--- src/rtl/dac_cal_pkg.sv ---
package dac_cal_pkg;

  localparam int CMD_W       = 7;
  localparam int CMD_CLR     = 2;
  localparam int CMD_CALRST  = 3;
  localparam int CMD_NOFAST  = 4;
  localparam int CMD_ALLFAST = 5;
  localparam int CMD_CONNECT = 6;

  localparam logic [1:0] MODE_NORMAL = 2'b00;
  localparam logic [1:0] MODE_CAL    = 2'b01;

  typedef enum logic [1:0] {
    ST_POWERON,
    ST_NORMAL,
    ST_CAL_OFF,
    ST_CAL_GAIN
  } seqState_t;

  typedef struct packed {
    logic accClear;
    logic accStep;
    logic storeOff;
    logic storeGain;
    logic dataLoad;
    logic dataClear;
    logic calZero;
  } dpStrobe_t;

endpackage

--- src/rtl/dac_cal_ctrl.sv ---
module dac_cal_ctrl
  import dac_cal_pkg::*;
#(
  parameter int PASS_LEN     = 8,
  parameter int SAMPLES_LOG2 = 2
) (
  input  logic             clk,
  input  logic             rstN,
  input  logic             cmdWe,
  input  logic [CMD_W-1:0] cmdIn,
  input  logic             dataWe,
  output dpStrobe_t        strb,
  output logic [1:0]       modeOut,
  output logic             noFast,
  output logic             allFast,
  output logic             azStrobe,
  output logic             gainPhase,
  output logic             outAttached
);

  localparam int SAMPLES = 1 << SAMPLES_LOG2;
  localparam int CYC_W   = (PASS_LEN > 1) ? $clog2(PASS_LEN) : 1;
  localparam int PASS_W  = (SAMPLES_LOG2 > 0) ? SAMPLES_LOG2 : 1;

  seqState_t         state;
  logic [1:0]        modeReg;
  logic              connect;
  logic [CYC_W-1:0]  cycCnt;
  logic [PASS_W-1:0] passCnt;

  logic inCal, lockWr, cmdAcc, passEnd, phaseEnd;

  assign inCal    = (state == ST_CAL_OFF) || (state == ST_CAL_GAIN);
  assign lockWr   = (state == ST_POWERON) || inCal || (modeReg == MODE_CAL);
  assign cmdAcc   = cmdWe && !lockWr;
  assign passEnd  = (cycCnt == CYC_W'(PASS_LEN - 1));
  assign phaseEnd = passEnd && (passCnt == PASS_W'(SAMPLES - 1));

  always_comb begin
    strb.accClear  = ((state == ST_NORMAL) && (modeReg == MODE_CAL)) ||
                     ((state == ST_CAL_OFF) && phaseEnd);
    strb.accStep   = inCal && (cycCnt != '0);
    strb.storeOff  = (state == ST_CAL_OFF) && phaseEnd;
    strb.storeGain = (state == ST_CAL_GAIN) && phaseEnd;
    strb.dataClear = cmdAcc && cmdIn[CMD_CLR];
    strb.dataLoad  = dataWe && !lockWr && !strb.dataClear;
    strb.calZero   = cmdAcc && cmdIn[CMD_CALRST];
  end

  always_ff @(posedge clk or negedge rstN) begin
    if (!rstN) begin
      state   <= ST_POWERON;
      modeReg <= MODE_NORMAL;
      noFast  <= 1'b0;
      allFast <= 1'b0;
      connect <= 1'b0;
      cycCnt  <= '0;
      passCnt <= '0;
    end else begin
      case (state)
        ST_POWERON: state <= ST_NORMAL;
        ST_NORMAL: begin
          if (cmdAcc) begin
            modeReg <= (cmdIn[1:0] == MODE_CAL) ? MODE_CAL : MODE_NORMAL;
            noFast  <= cmdIn[CMD_NOFAST];
            allFast <= cmdIn[CMD_ALLFAST];
            connect <= cmdIn[CMD_CONNECT];
          end
          if (modeReg == MODE_CAL) begin
            state   <= ST_CAL_OFF;
            cycCnt  <= '0;
            passCnt <= '0;
          end
        end
        default: begin
          cycCnt <= passEnd ? '0 : cycCnt + 1'b1;
          if (passEnd) passCnt <= passCnt + 1'b1;
          if (phaseEnd) begin
            if (state == ST_CAL_OFF) begin
              state <= ST_CAL_GAIN;
            end else begin
              state   <= ST_NORMAL;
              modeReg <= MODE_NORMAL;
            end
          end
        end
      endcase
    end
  end

  assign modeOut     = modeReg;
  assign azStrobe    = inCal && (cycCnt == '0);
  assign gainPhase   = (state == ST_CAL_GAIN);
  assign outAttached = inCal ? connect : 1'b1;

  // calibration begins the cycle after the mode code is latched
  assert_cal_start_R2: assert property (@(posedge clk) disable iff (!rstN)
    (state == ST_NORMAL && modeReg == MODE_CAL) |=> state == ST_CAL_OFF);

  // leaving calibration always leaves the mode field at normal
  assert_mode_return_R2: assert property (@(posedge clk) disable iff (!rstN)
    $fell(inCal) |-> modeReg == MODE_NORMAL);

  // auto-zero lasts a single cycle per pass
  assert_az_single_R3: assert property (@(posedge clk) disable iff (!rstN)
    azStrobe |=> !azStrobe);

  // stored command bits cannot change while calibrating
  assert_cfg_locked_R6: assert property (@(posedge clk) disable iff (!rstN)
    inCal |=> $stable({noFast, allFast, connect}));

endmodule

--- src/rtl/dac_cal_dp.sv ---
module dac_cal_dp
  import dac_cal_pkg::*;
#(
  parameter int DATA_W       = 16,
  parameter int CAL_W        = 24,
  parameter int PASS_LEN     = 8,
  parameter int SAMPLES_LOG2 = 2,
  parameter int SMALL_STEP   = 40
) (
  input  logic              clk,
  input  logic              rstN,
  input  dpStrobe_t         strb,
  input  logic [DATA_W-1:0] dataIn,
  input  logic              cmpIn,
  input  logic              noFast,
  input  logic              allFast,
  output logic [DATA_W-1:0] dataReg,
  output logic [CAL_W-1:0]  offReg,
  output logic [CAL_W-1:0]  gainReg,
  output logic              fastSettle
);

  localparam int ACC_W = $clog2(PASS_LEN << SAMPLES_LOG2) + 2;

  logic signed [ACC_W-1:0] acc, nextAcc, avg;
  logic [CAL_W-1:0]        avgExt;
  logic [DATA_W-1:0]       stepSize;
  logic                    bigStep, settleSel;

  assign nextAcc = acc + (cmpIn ? ACC_W'(1) : {ACC_W{1'b1}});
  assign avg     = nextAcc >>> SAMPLES_LOG2;
  assign avgExt  = {{(CAL_W - ACC_W){avg[ACC_W-1]}}, avg};

  assign stepSize  = (dataIn > dataReg) ? (dataIn - dataReg) : (dataReg - dataIn);
  assign bigStep   = stepSize > DATA_W'(SMALL_STEP);
  assign settleSel = noFast ? 1'b0 : (allFast ? 1'b1 : bigStep);

  always_ff @(posedge clk or negedge rstN) begin
    if (!rstN) begin
      acc        <= '0;
      offReg     <= '0;
      gainReg    <= '0;
      dataReg    <= '0;
      fastSettle <= 1'b0;
    end else begin
      if (strb.accClear)     acc <= '0;
      else if (strb.accStep) acc <= nextAcc;
      if (strb.calZero) begin
        offReg  <= '0;
        gainReg <= '0;
      end
      if (strb.storeOff)  offReg  <= {~avgExt[CAL_W-1], avgExt[CAL_W-2:0]};
      if (strb.storeGain) gainReg <= avgExt;
      if (strb.dataClear) dataReg <= '0;
      else if (strb.dataLoad) begin
        dataReg    <= dataIn;
        fastSettle <= settleSel;
      end
    end
  end

  // a stored offset has its top two bits differing
  assert_off_format_R4: assert property (@(posedge clk) disable iff (!rstN)
    strb.storeOff |=> offReg[CAL_W-1] != offReg[CAL_W-2]);

  // a stored gain keeps its sign extension intact
  assert_gain_format_R5: assert property (@(posedge clk) disable iff (!rstN)
    strb.storeGain |=> gainReg[CAL_W-1] == gainReg[CAL_W-2]);

  // clearing zeroes the data word on the next cycle
  assert_data_clear_R7: assert property (@(posedge clk) disable iff (!rstN)
    strb.dataClear |=> dataReg == '0);

  // calibration reset zeroes both registers
  assert_cal_zero_R8: assert property (@(posedge clk) disable iff (!rstN)
    strb.calZero |=> (offReg == '0 && gainReg == '0));

  // disabled fast settling never selects fast
  assert_no_fast_R9: assert property (@(posedge clk) disable iff (!rstN)
    (strb.dataLoad && noFast) |=> !fastSettle);

endmodule

--- src/rtl/dac_cal_sequencer.sv ---
module dac_cal_sequencer
  import dac_cal_pkg::*;
#(
  parameter int DATA_W       = 16,
  parameter int CAL_W        = 24,
  parameter int PASS_LEN     = 8,
  parameter int SAMPLES_LOG2 = 2,
  parameter int SMALL_STEP   = 40
) (
  input  logic              clk,
  input  logic              rstN,
  input  logic              cmdWe,
  input  logic [CMD_W-1:0]  cmdIn,
  input  logic              dataWe,
  input  logic [DATA_W-1:0] dataIn,
  input  logic              cmpIn,
  output logic [1:0]        modeOut,
  output logic [DATA_W-1:0] dataOut,
  output logic [CAL_W-1:0]  offsetCal,
  output logic [CAL_W-1:0]  gainCal,
  output logic              fastSettle,
  output logic              azStrobe,
  output logic              gainPhase,
  output logic              outAttached
);

  dpStrobe_t strb;
  logic      noFast, allFast;

  dac_cal_ctrl #(
    .PASS_LEN(PASS_LEN), .SAMPLES_LOG2(SAMPLES_LOG2)
  ) uCtrl (
    .clk(clk), .rstN(rstN), .cmdWe(cmdWe), .cmdIn(cmdIn), .dataWe(dataWe),
    .strb(strb), .modeOut(modeOut), .noFast(noFast), .allFast(allFast),
    .azStrobe(azStrobe), .gainPhase(gainPhase), .outAttached(outAttached)
  );

  dac_cal_dp #(
    .DATA_W(DATA_W), .CAL_W(CAL_W), .PASS_LEN(PASS_LEN),
    .SAMPLES_LOG2(SAMPLES_LOG2), .SMALL_STEP(SMALL_STEP)
  ) uDp (
    .clk(clk), .rstN(rstN), .strb(strb), .dataIn(dataIn), .cmpIn(cmpIn),
    .noFast(noFast), .allFast(allFast), .dataReg(dataOut),
    .offReg(offsetCal), .gainReg(gainCal), .fastSettle(fastSettle)
  );

endmodule

--- config.mk ---
export PLATFORM = sky130hd
export DESIGN_NAME = dac_cal_sequencer
export DESIGN_NICKNAME = d
export VERILOG_FILES = /design/src/rtl/dac_cal_pkg.sv /design/src/rtl/dac_cal_ctrl.sv /design/src/rtl/dac_cal_dp.sv /design/src/rtl/dac_cal_sequencer.sv
export SDC_FILE = /design/constraint.sdc
export NUM_CORES = 1
export LEC_CHECK = 0
export BUFFER_PORTS_ARGS = -buffer_cell sky130_fd_sc_hd__buf_2
export CORE_MARGIN = 4
export CORE_UTILIZATION = 36
export CTS_CLUSTER_DIAMETER = 30
export DETAILED_ROUTE_END_ITERATION = 7
export GPL_ROUTABILITY_DRIVEN = 0
export PLACE_DENSITY = 0.62
export SLEW_MARGIN = 5
export SYNTH_ARGS = -nofsm -noshare
export SYNTH_HDL_FRONTEND = slang
export SYNTH_SLANG_ARGS = --single-unit
--- constraint.sdc ---
create_clock -name clk -period 3.3 [get_ports clk]
set_input_delay 0.495 -clock clk [delete_from_list [all_inputs] [get_ports clk]]
set_output_delay 0.495 -clock clk [all_outputs]
set_load 0.05 [all_outputs]
==> summary.txt, run 1 <==
outcome: finished clean
largest family of logic cells by synthesized area: compound AO/OA/AOI/OAI gates
Initial Utilization: 0.370
synth warn: 0
first-pass GRT wire length: 17.4 mm
#FFs+latches synth: 46
vias in the first global route: 3578
detailed router's first-iteration violation count: 277
# rows: 39
fill count: 1142
xor/xnor cell area share of the yosys netlist: 0.0349
mapped cell area: 4260 um^2
Reg clk slew, reported paths: 80 ps
worst-path fanout max: 4
Critical-path top delay cell: or4_1
sequential area share after synthesis: 0.270
# IOs: 98
CP Capture Type: register
fin crit period: 3130 ps
routed via count: 3744
top-area cell type share of the netlist area: 0.270
Synth area leaders: dfrtp_1, ha_1, buf_4
post-DP HPWL: 8.69 mm
fin crit share: 0.947
share of flip-flops with an asynchronous set or reset: 1.00
die footprint: 13700 um^2
Die W: 117 um
H-tree depth: 2
worst stage delay on the critical path: 470 ps
Post-CTS Setup Repair Bufs: 0
Die H: 117 um
area delta synth->final: 14.4%
VDD IR max: 318 uV
Overflow after GRT: 0
register area: 1150 um^2
initial antenna violation count: 0
crit path DAT: 3290 ps
dominant register cell in the synthesized netlist: dfrtp_1
crit-path cells: ha_1, fa_1, nand2b_1, a21o_1, a21o_1, or4_1, a211oi_1, nor3_1, a2111oi_2, a41oi_1
Num CTS Buffers: 5
placed cell area: 4700 um^2
crit path buf inv count: 0
delay-heaviest family, CP: compound AO/OA/AOI/OAI gates
CTS resizes: 0
largest area contributor in the netlist: dfrtp_1
Worst EP required: 3470 ps
Longest Clk Path Bufs: 2
setup violators final: 0
post-synthesis mux area share: 0.0490
maxcap violations: 0
Max Clk Rate: 0.320 GHz
nets: 630
CTS tree: built
Netlist cell types: 60
# port buffers: 96
Slew Limit Fails: 0
Pre-antenna DRT Iters: 4
final antenna-violating net count: 0
Setup crit start kind: register
routed length per instance: 15.7 um
final wirelength: 11.0 mm
Synthesized Nets: 561
power per cell area: 999 nW/um^2
WS Path Type: register to register
largest net degree at the start of global routing: 27
Via density: 5.36
layout cells sized above 1: 0.259
mean post-synth cell area: 8.79 um^2
Compound-Gate Fraction of Synth Area: 0.237
root buf cell: clkbuf_16
Adder-Cell Fraction of Synth Area: 0.146
Post-synth EDFFs: 0
Clock Skew: 8.33 ps
type of the tightest min-delay check: input port to asynchronous set/reset pin
clock sink count: 46
cells after synthesis: 485
final hold viol count: 0
leak pwr: 2.56 nW
RSZ-0062 raised after global routing: no
clk_lat worst skew: 300 ps
worst-margin pin slew: 1020 ps
critical path's most frequent cell: a21o_1
Diodes inserted: 0
# hold bufs at CTS: 0
final instance area: 4880 um^2
drc violations: 0
Core Util, Final: 0.424
multi-input logic area: 2520 um^2
Core Footprint: 11500 um^2
Tot GR Track Use: 0.160
Slew headroom: 0.322
simple-gate area share of the yosys netlist: 0.124
kinds of logic after synthesis:
logic type | after synthesis
DFF | 46
adders and majority gates | 48
muxes | 20
buffers and inverters | 111
other | 1
and+or+nand+nor | 100
xor gates and xnor gates | 17
AOI/OAI and AO/OA | 142
Yosys cell counts (3+ instances only):
cell type,number
a31oi_1,4
nor2_1,22
mux2i_1,13
o211ai_1,3
and2_1,3
o21a_1,3
a21oi_1,37
ha_1,45
nor4_1,3
nand2b_1,10
nor2b_1,4
xnor2_1,12
fa_1,3
a211oi_1,8
inv_1,56
a22o_1,29
o21ai_0,14
dfrtp_1,46
and3_1,6
clkbuf_1,7
a21boi_0,5
o31ai_1,5
nand3_1,9
buf_4,40
xor2_1,5
o21bai_1,4
nand2_1,22
or2_2,3
buf_2,5
a21o_1,9
mux2_2,7
nor3_1,6
where the power goes:
group / internal, mW / switching (mW)
Sequential: 0.778 / 0.180
Combinational: 1.22 / 2.08
Clock: 0.364 / 0.259
Total: 2.36 / 2.51
layer usage:
metal  track usage  vias up  part of all wire
li1              -     1812                 -
met1         0.214     1788              0.45
met2         0.263      124              0.47
met3        0.0237       20             0.055
met4        0.0558        0             0.022
met5             0        -                 0
layout make-up:
class	count	area share
clock buffer	5	0.0257
clock inverter	3	0.0100
inverter	56	0.0431
multi-input combinational	328	0.518
sequential	46	0.236
tap	143	0.0367
timing repair buffer	117	0.131
flip-flops by register name (all words and copies together), names as in the netlist, 2 cells and up:
signal and count:
uDp.dataReg 16, uCtrl.passCnt 2, uDp.gainReg 5, uDp.offReg 6, uCtrl.cycCnt 3, uCtrl.state 2
uDp.acc 7
metrics by stage:
stage | cells | setup TNS [ps] | hold WS [ps] | worst slack, ps | power, mW
after floorplan | 485 | 0 | 199 | 98.1 | 3.48
after CTS | 698 | 0 | 231 | 192 | 4.88
final | 698 | 0 | 202 | 173 | 4.87
after detailed placement | 690 | -34.3 | 486 | -34.3 | 4.23
after global routing | 698 | 0 | 262 | 23.1 | 5.24
after global placement | 690 | 0 | 479 | 76.6 | 4.16
path summary, 6_finish.rpt:
kind,start,end,slack (ps),depth (start not counted)
max,uDp.dataReg[0],uDp.fastSettle,170,10
min,rstN,uDp.dataReg[8],200,1
max reg2reg,uDp.dataReg[0],uDp.fastSettle,170,10
min reg2reg,uCtrl.connect,uCtrl.connect,500,1
max in group asynchronous,rstN,uDp.acc[5],2360,2
min in group clk,cmdIn[6],uCtrl.connect,430,2
cell usage in the layout (no fill, tap or decap), types with 3 or more instances in the layout:
master,n
mux2_2,7
a22o_1,29
nor2b_1,4
xor2_1,5
o211ai_1,3
clkbuf_16,5
fa_1,3
nor4_1,3
mux2i_1,13
and2_1,3
nor2_1,22
and3_1,6
nand2_1,22
a31oi_1,4
a21o_1,9
buf_4,21
dfrtp_1,46
inv_1,56
o21ai_0,14
nand3_1,9
buf_2,96
o31ai_1,5
o21a_1,3
o21bai_1,4
a211oi_1,8
a21oi_1,37
nand2b_1,10
or2_2,3
ha_1,45
xnor2_1,12
a21boi_0,5
nor3_1,6
No activity file was read; power rests on OpenSTA's default activity.
==> run 2, diff against run 1 <==
- CORE_UTILIZATION: 36 -> 50
- PLACE_DENSITY: 0.62 -> 0.8
==> run 2 against run 1 <==
Sequential cell count unchanged. Routed wire length decreased by 4.7%. Global-route usage increased by 4.8 points. Largest cell class unchanged. Worst setup slack improved by 79 ps.
==> summary.txt, run 2 (synthesized netlist as in run 1, its figures left out) <==
maxcap violations: 0 (unchanged)
Longest Clk Path Bufs: 2 (unchanged)
Clock Skew: 21.0 ps (was 8.33 ps)
WS Path Type: register to register (unchanged)
final wirelength: 10.5 mm (was 11.0 mm)
Setup crit start kind: register (unchanged)
CTS resizes: 0 (unchanged)
TNS Setup: 0 ps (unchanged)
Pre-antenna DRT Iters: 6 (was 4)
CTS tree: built (unchanged)
fin crit share: 0.924 (was 0.947)
clock sink count: 46 (unchanged)
Slew headroom: 0.301 (was 0.322)
Tot Pwr: 4.64 mW (was 4.87 mW)
initial antenna violation count: 1 (was 0)
most common cell after layout, fill and taps aside: buf_2 (unchanged)
worst-margin pin slew: 1050 ps (was 1020 ps)
routed via count: 3826 (was 3744)
# IOs: 98 (unchanged)
routed length per instance: 15.9 um (was 15.7 um)
fin crit period: 3050 ps (was 3130 ps)
most frequent cells in the layout: buf_2, inv_1, dfrtp_1 (unchanged)
die footprint: 10100 um^2 (was 13700 um^2)
fill count: 730 (was 1142)
Num CTS Buffers: 5 (unchanged)
first-pass GRT wire length: 17.2 mm (was 17.4 mm)
Top reg by flops: uDp.dataReg (unchanged)
area delta synth->final: 11.3% (was 14.4%)
Die H: 100 um (was 117 um)
outcome: finished clean (unchanged)
setup violators final: 0 (unchanged)
Diodes inserted: 0 (unchanged)
Slew Limit Fails: 0 (unchanged)
clk_lat worst skew: 320 ps (was 300 ps)
final antenna-violating net count: 0 (unchanged)
setup slack on the worst flop-to-flop path: 250 ps (was 170 ps)
# hold bufs at CTS: 0 (unchanged)
power per cell area: 977 nW/um^2 (was 999 nW/um^2)
Tot GR Track Use: 0.208 (was 0.160)
final hold viol count: 0 (unchanged)
post-place setup slack: 4.06 ps (was -34.3 ps)
Post-CTS Setup Repair Bufs: 0 (unchanged)
final worst slack: 252 ps (was 173 ps)
Worst EP required: 3500 ps (was 3470 ps)
Largest register FFs: 16 (unchanged)
Overflow after GRT: 0 (unchanged)
worst-path fanout max: 8 (was 4)
root buf cell: clkbuf_8 (was clkbuf_16)
Max Clk Rate: 0.328 GHz (was 0.320 GHz)
nets: 629 (was 630)
Initial Utilization: 0.516 (was 0.370)
biggest registers after layout: uDp.dataReg (16), uDp.acc (7), uDp.offReg (6) (unchanged)
Reg clk slew, reported paths: 120 ps (was 80 ps)
CP Capture Type: register (unchanged)
drc violations: 0 (unchanged)
Core Footprint: 8260 um^2 (was 11500 um^2)
H-tree depth: 2 (unchanged)
detailed router's first-iteration violation count: 377 (was 277)
vias in the first global route: 3700 (was 3578)
Die W: 100 um (was 117 um)
# port buffers: 96 (unchanged)
leak pwr: 2.52 nW (was 2.56 nW)
Via density: 5.81 (was 5.36)
type of the tightest min-delay check: input port to asynchronous set/reset pin (unchanged)
# rows: 33 (was 39)
VDD IR max: 414 uV (was 318 uV)
crit path DAT: 3250 ps (was 3290 ps)
largest net degree at the start of global routing: 47 (was 27)
RSZ-0062 raised after global routing: no (unchanged)
post-DP HPWL: 8.26 mm (was 8.69 mm)
layout cells sized above 1: 0.258 (was 0.259)
-- run 2: worst paths after layout --
kind                       depth (start not counted)              to            from
min in group clk                                   2   uCtrl.allFast        cmdIn[5]
setup reg to reg                                   9  uDp.fastSettle  uDp.dataReg[9]
hold reg to reg                                    1   uDp.offReg[2]   uDp.offReg[2]
setup / recovery                                   9  uDp.fastSettle  uDp.dataReg[9]
hold / removal                                     1  uDp.dataReg[9]            rstN
max in group asynchronous                          1      uDp.acc[5]            rstN
-- run 2: where the power goes --
part	switching [mW]	total, mW	internal (mW)	leakage, nW
combinational	2.08	3.30	1.22	1.88
sequential	0.180	0.957	0.777	0.590
clock	0.226	0.380	0.154	0.0447
total	2.48	4.64	2.15	2.52
-- run 2: area by class of cell --
cell class,count,area [um^2],area share
clock inverters,3,25.0,0.00527
clock buffers,5,68.8,0.0145
multi-input cells,328,2530,0.533
repair buffers,116,631,0.133
well taps,105,131,0.0277
flip-flops and latches,46,1150,0.242
inverters,56,210,0.0443
-- run 2: metal layers --
layer,global-route usage,routed length [um],vias to the layer above
met5,0,13,-
met4,0.0777,297,2
met3,0.0292,745,37
met2,0.341,4880,188
met1,0.278,4530,1788
li1,-,-,1811
-- run 2: critical path, stage by stage, from the launching register on --
cell and delay [ps]:
dfrtp_1 430, ha_1 440, nand4_4 130, or2_4 280
or4_4 600, a221oi_2 280, a21oi_1 80, xor2_1 170
a2111oi_2 360, a41oi_1 150
-- run 2: stage by stage --
| step | instances | instance area (um^2) | hold WS [ps] | utilization |
|---|---|---|---|---|
| after floorplan | 485 | 4260 | 199 | - |
| after global placement | 651 | 4650 | 480 | 0.563 |
| after detailed placement | 651 | 4650 | 480 | 0.563 |
| after CTS | 659 | 4740 | 386 | 0.574 |
| after global routing | 659 | 4750 | 407 | 0.575 |
| final | 659 | 4750 | 347 | 0.575 |
